### config.mk
export PLATFORM = sky130hd
export DESIGN_NAME = wpu_top
export DESIGN_NICKNAME = d
export VERILOG_FILES = /design/src/rtl/wpu_pkg.sv /design/src/rtl/wpu_region.sv /design/src/rtl/wpu_session.sv /design/src/rtl/wpu_top.sv
export SDC_FILE = /design/constraint.sdc
export NUM_CORES = 1
export LEC_CHECK = 0
export ABC_AREA = 1
export ABC_CLOCK_PERIOD_IN_PS = 800
export BUFFER_PORTS_ARGS = -buffer_cell sky130_fd_sc_hd__buf_2
export CORE_AREA = 2 2 39 41
export CTS_CLUSTER_DIAMETER = 80
export DETAILED_ROUTE_END_ITERATION = 8
export DIE_AREA = 0 0 41 43
export GPL_ROUTABILITY_DRIVEN = 0
export SYNTH_ARGS = -nofsm -noshare
export SYNTH_HDL_FRONTEND = slang
export SYNTH_SLANG_ARGS = --single-unit
### constraint.sdc
create_clock -name clk -period 0.8 [get_ports clk]
set_input_delay 0.12 -clock clk [delete_from_list [all_inputs] [get_ports clk]]
set_output_delay 0.12 -clock clk [all_outputs]
set_load 0.005 [all_outputs]
### src/rtl/wpu_pkg.sv
package wpu_pkg;

    typedef enum logic [1:0] {
        BP_NONE    = 2'b00,
        BP_QUARTER = 2'b01,
        BP_HALF    = 2'b10,
        BP_ALL     = 2'b11
    } bp_e;

    typedef struct packed {
        logic pe;
        bp_e  bp;
        logic wel;
        logic cs_n;
    } wpu_state_t;

    localparam int unsigned ST_PE  = 7;
    localparam int unsigned ST_BP1 = 3;
    localparam int unsigned ST_BP0 = 2;
    localparam int unsigned ST_WEL = 1;

endpackage

### src/rtl/wpu_region.sv
module wpu_region #(
    parameter int unsigned ADDR_W = 13
) (
    input  wpu_pkg::bp_e       bp_i,
    input  logic [ADDR_W-1:0]  addr_i,
    output logic               prot_o
);
    import wpu_pkg::*;

    localparam int unsigned TOP = ADDR_W - 1;

    always_comb begin
        unique case (bp_i)
            BP_NONE:    prot_o = 1'b0;
            BP_QUARTER: prot_o = addr_i[TOP] & addr_i[TOP-1];
            BP_HALF:    prot_o = addr_i[TOP];
            default:    prot_o = 1'b1;
        endcase
    end
endmodule

### src/rtl/wpu_session.sv
module wpu_session (
    input  logic clk,
    input  logic rst_n,
    input  logic cs_n_i,
    input  logic cs_n_q_i,
    input  logic wr_seen_i,
    output logic end_wr_o
);
    logic seen_d, seen_q;
    logic rise;

    always_comb begin
        rise     = cs_n_i & ~cs_n_q_i;
        end_wr_o = rise & (seen_q | wr_seen_i);
        seen_d   = rise ? 1'b0 : (seen_q | wr_seen_i);
    end

    always_ff @(posedge clk or negedge rst_n) begin
        if (!rst_n) seen_q <= 1'b0;
        else        seen_q <= seen_d;
    end

    // a session end with a recorded write leaves no stale mark behind
    p_seen_cleared_r8: assert property (@(posedge clk) disable iff (!rst_n)
        end_wr_o |=> !seen_q);
endmodule

### src/rtl/wpu_top.sv
module wpu_top #(
    parameter int unsigned ADDR_W = 13,
    parameter int unsigned DATA_W = 8
) (
    input  logic              clk,
    input  logic              rst_n,
    input  logic              wel_set_i,
    input  logic              wel_clr_i,
    input  logic              sr_wr_i,
    input  logic [DATA_W-1:0] sr_data_i,
    input  logic              arr_wr_i,
    input  logic [ADDR_W-1:0] arr_addr_i,
    input  logic              wp_n_i,
    input  logic              cs_n_i,
    output logic [DATA_W-1:0] status_o,
    output logic              arr_wr_ok_o,
    output logic              sr_wr_ok_o
);
    import wpu_pkg::*;

    wpu_state_t st_d, st_q;
    logic       prot;
    logic       end_wr;
    logic       sr_locked;

    wpu_region #(.ADDR_W(ADDR_W)) i_region (
        .bp_i   (st_q.bp),
        .addr_i (arr_addr_i),
        .prot_o (prot)
    );

    wpu_session i_session (
        .clk       (clk),
        .rst_n     (rst_n),
        .cs_n_i    (cs_n_i),
        .cs_n_q_i  (st_q.cs_n),
        .wr_seen_i (arr_wr_i | sr_wr_i),
        .end_wr_o  (end_wr)
    );

    always_comb begin
        st_d        = st_q;
        sr_locked   = st_q.pe & ~wp_n_i;
        arr_wr_ok_o = arr_wr_i & st_q.wel & ~prot;
        sr_wr_ok_o  = sr_wr_i & st_q.wel & ~sr_locked;

        status_o         = '0;
        status_o[ST_PE]  = st_q.pe;
        status_o[ST_BP1] = st_q.bp[1];
        status_o[ST_BP0] = st_q.bp[0];
        status_o[ST_WEL] = st_q.wel;

        if (sr_wr_ok_o) begin
            st_d.pe = sr_data_i[ST_PE];
            st_d.bp = bp_e'({sr_data_i[ST_BP1], sr_data_i[ST_BP0]});
        end

        if (end_wr || wel_clr_i) st_d.wel = 1'b0;
        else if (wel_set_i)      st_d.wel = 1'b1;

        st_d.cs_n = cs_n_i;
    end

    always_ff @(posedge clk or negedge rst_n) begin
        if (!rst_n) st_q <= '{pe: 1'b0, bp: BP_NONE, wel: 1'b0, cs_n: 1'b1};
        else        st_q <= st_d;
    end

    p_latch_gates_r3: assert property (@(posedge clk) disable iff (!rst_n)
        (arr_wr_ok_o || sr_wr_ok_o) |-> status_o[ST_WEL]);

    p_full_protect_r4: assert property (@(posedge clk) disable iff (!rst_n)
        (arr_wr_i && status_o[ST_BP1] && status_o[ST_BP0]) |-> !arr_wr_ok_o);

    p_pin_lock_r5: assert property (@(posedge clk) disable iff (!rst_n)
        (sr_wr_i && status_o[ST_PE] && !wp_n_i) |-> !sr_wr_ok_o);

    p_sr_load_r7: assert property (@(posedge clk) disable iff (!rst_n)
        sr_wr_ok_o |=> (status_o[ST_PE] == $past(sr_data_i[ST_PE]))
                    && (status_o[ST_BP1] == $past(sr_data_i[ST_BP1]))
                    && (status_o[ST_BP0] == $past(sr_data_i[ST_BP0])));

    p_refused_keeps_r7: assert property (@(posedge clk) disable iff (!rst_n)
        !sr_wr_ok_o |=> $stable(status_o[ST_PE]) && $stable(status_o[ST_BP1])
                     && $stable(status_o[ST_BP0]));

    p_end_clears_r8: assert property (@(posedge clk) disable iff (!rst_n)
        end_wr |=> !status_o[ST_WEL]);

    p_clr_wins_r9: assert property (@(posedge clk) disable iff (!rst_n)
        wel_clr_i |=> !status_o[ST_WEL]);
endmodule

==> flow_summary_export.csv <==
group,metric,value,unit
sta,fin_crit_sh,141,%
pwr,power_leakage,0.328,nW
hold_path,hold_depth,3,
layout,layout-drive-gt1-share,54.2,%
detailed_routing,drt-wirelength-per-cell,8.26,um
pwr,p_seq_share,35.9,%
detailed_routing,drc,0,
yosys,synth_top_area_share,39.2,%
critical_path,startpoint_type,"flop",
pwr,clkPwrFrac,29.2,%
clocking,insertion_delay,0.25,ns
layout,fin_area,584,um2
detailed_routing,antenna_left,0,
layout,final_util,42.2,%
critical_path,critPathMaxFanout,4,
critical_path,r2r_slack,-0.12,ns
sta,slew_violations,0,
clocking,path_clk_slew,0.05,ns
clocking,cts_max_level,1,
clocking,clock_path_buffers,2,
yosys,syn_area,319,um2
layout,multi_input_area,141,um2
yosys,ys_seq_elements,6,
critical_path,path_class,"reg2out",
global_routing,grt-ovfl-total,0,
yosys,yosys_warnings,0,
global_routing,grt_pass1_vias,306,
pwr,power.switching,0.289,mW
clocking,cts_tree,"yes",
yosys,synth.area.top_cells,"dfrtp_1 39%, nand2_1 12%, buf_4 9.4%",
layout,layout_common_cells,"15 x buf_2, 10 x buf_6, 8 x nand2_1, 5 x dfrtp_1, 4 x conb_1",
sta,fin_ws,-0.325,ns
global_routing,grt_max_degree,7,
placement,port_buffers,18,
layout,regArea,151,um2
detailed_routing,via_per_inst,4.03,
pwr,power.density,1830,nW/um2
flow_run,drv_cap,0,
layout,nets,102,
floorplanning,rows,14,
clocking,cts-root-buf,"clkbuf_4",
critical_path,reg2reg_from,"status_o[1]",
yosys,syn_avg_cell_area,7.98,um2
critical_path,endpoint_kind,"primary output",
yosys,yosys.area.top_type,"dfrtp_1",
floorplanning,io-pin-count,39,
pwr,power,1.07,mW
detailed_routing,first_pass_iters,4,
clocking,cts_buffers,3,
status,violations,"setup timing",
detailed_routing,dr_total_vias,355,
sta,holdWs,0.102,ns
sta,setup_viol,10,
clocking,cts.sinks,6,
status,status,"finished, violations left",
sta,clock_skew,0.00787,ns
critical_path,arrival,1.00,ns
placement,post_dp_cell_area,440,um2
sta,hold_viol_final,0,
critical_path,r2r_cells,4,
layout,layout_commonest_cell,"buf_2",
sta,rsz0062_at_grt,"true",
yosys,ys_types,15,
pwr,power_frac_comb,34.9,%
floorplanning,die_w,41,um
yosys,netlist_instances,40,
yosys,yosysSeqAreaShare,47.5,%
hold_path,hp-class,"in2reg",
detailed_routing,first_iter_violations,6,
layout,diodes,0,
critical_path,r2r_end,"status_o[1]",
pwr,ir_drop,804,uV
global_routing,grt_util_all_layers,9.40,%
layout,nFillCells,140,
detailed_routing,routed_wl,727,um
critical_path,crit_required,0.68,ns
pwr,p_int,0.779,mW
sta,fmax,889,MHz
global_routing,grt_first_pass_wirelength,1.06,mm
floorplanning,core,1380,um2
pwr,netSwitchingFraction,27.1,%
sta,min_period,1.12,ns
layout,area.growth.synth_to_final,83.1,%
hold_path,hold_start,"sr_data_i[2]",
global_routing,antenna_found_initial,0,
floorplanning,die_area,1760,um2
placement,dp_hpwl,528,um
floorplanning,start_util,23.1,%
floorplanning,die_h,43,um
hold_path,holdPathEnd,"status_o[2]",
[cells by family after synthesis]
| group | share of synthesized area, % |
|---|---|
| buffers and inverters | 16.5 |
| DFF | 47.5 |
| AOI/OAI and AO/OA | 7.85 |
| other | 1.18 |
| and+or+nand+nor | 27.1 |
[what timing repair did]
action,in CTS,in global routing
hold buffers,2,0
setup endpoints to repair,10,10
setup buffers,3,2
pin swaps,3,4
resized for setup,6,9
endpoints found under the hold margin,7,0
[flip-flops by register name (all words and copies together), names as in the netlist]
register	cells
st_q	1
status_o	4
i_session.seen_q	1
[area by class of cell]
| type | instances | share of cell area (%) |
|---|---|---|
| repair buffers | 29 | 38.1 |
| flip-flops and latches | 6 | 25.9 |
| multi-input cells | 27 | 24.2 |
| clock buffers | 4 | 4.50 |
| inverters | 6 | 3.85 |
| well taps | 16 | 3.43 |
[stage by stage]
step / TNS, ns / setup WS, ns / std cells
2_1_floorplan: 0 / 0.0204 / 43
3_3_place_gp: -0.188 / -0.0681 / 77
3_5_place_dp: -0.210 / -0.0710 / 77
4_1_cts: -1.68 / -0.329 / 86
5_1_grt: -2.35 / -0.415 / 88
6_report: -1.84 / -0.325 / 88
[power by group through the flow]
stage	logic [mW]	clock network (mW)	registers [mW]
floorplan	0.0957	0	0.391
global placement	0.230	0	0.384
detailed placement	0.235	0	0.384
CTS	0.339	0.332	0.381
global route	0.414	0.356	0.391
finish	0.373	0.312	0.384
[synthesized netlist by cell type]
master and instances:
o21bai_1 1, conb_1 1, clkinv_1 1, a21oi_1 2, dfstp_2 1, nand2_4 1
nand2_1 10, inv_1 4, inv_2 1, nand3_1 4, o21a_1 1, dfrtp_1 5
nor2_1 3, buf_4 4, nand2_2 1
[routing by layer]
layer	wire length [um]	GRT usage (%)
met4	18	8.00
met2	369	15.0
met1	275	8.88
met3	62	3.14
met5	0	0
[how the worst max path moves through the flow]
stage | from | to | slack (ns) | depth (start not counted)
after floorplan | status_o[2] | arr_wr_ok_o | 0.02 | 2
after global placement | status_o[1] | sr_wr_ok_o | -0.07 | 5
after detailed placement | status_o[1] | sr_wr_ok_o | -0.07 | 5
after CTS | status_o[2] | arr_wr_ok_o | -0.33 | 3
after global routing | status_o[2] | arr_wr_ok_o | -0.42 | 3
final | status_o[1] | sr_wr_ok_o | -0.32 | 5
[worst max-delay path, cell delays in order (launching register included)]
cell     delay, ns
dfrtp_1       0.40
nand2_1       0.09
inv_2         0.06
nand2_4       0.07
inv_2         0.03
buf_2         0.11
Power figures use the tool's default switching activity.
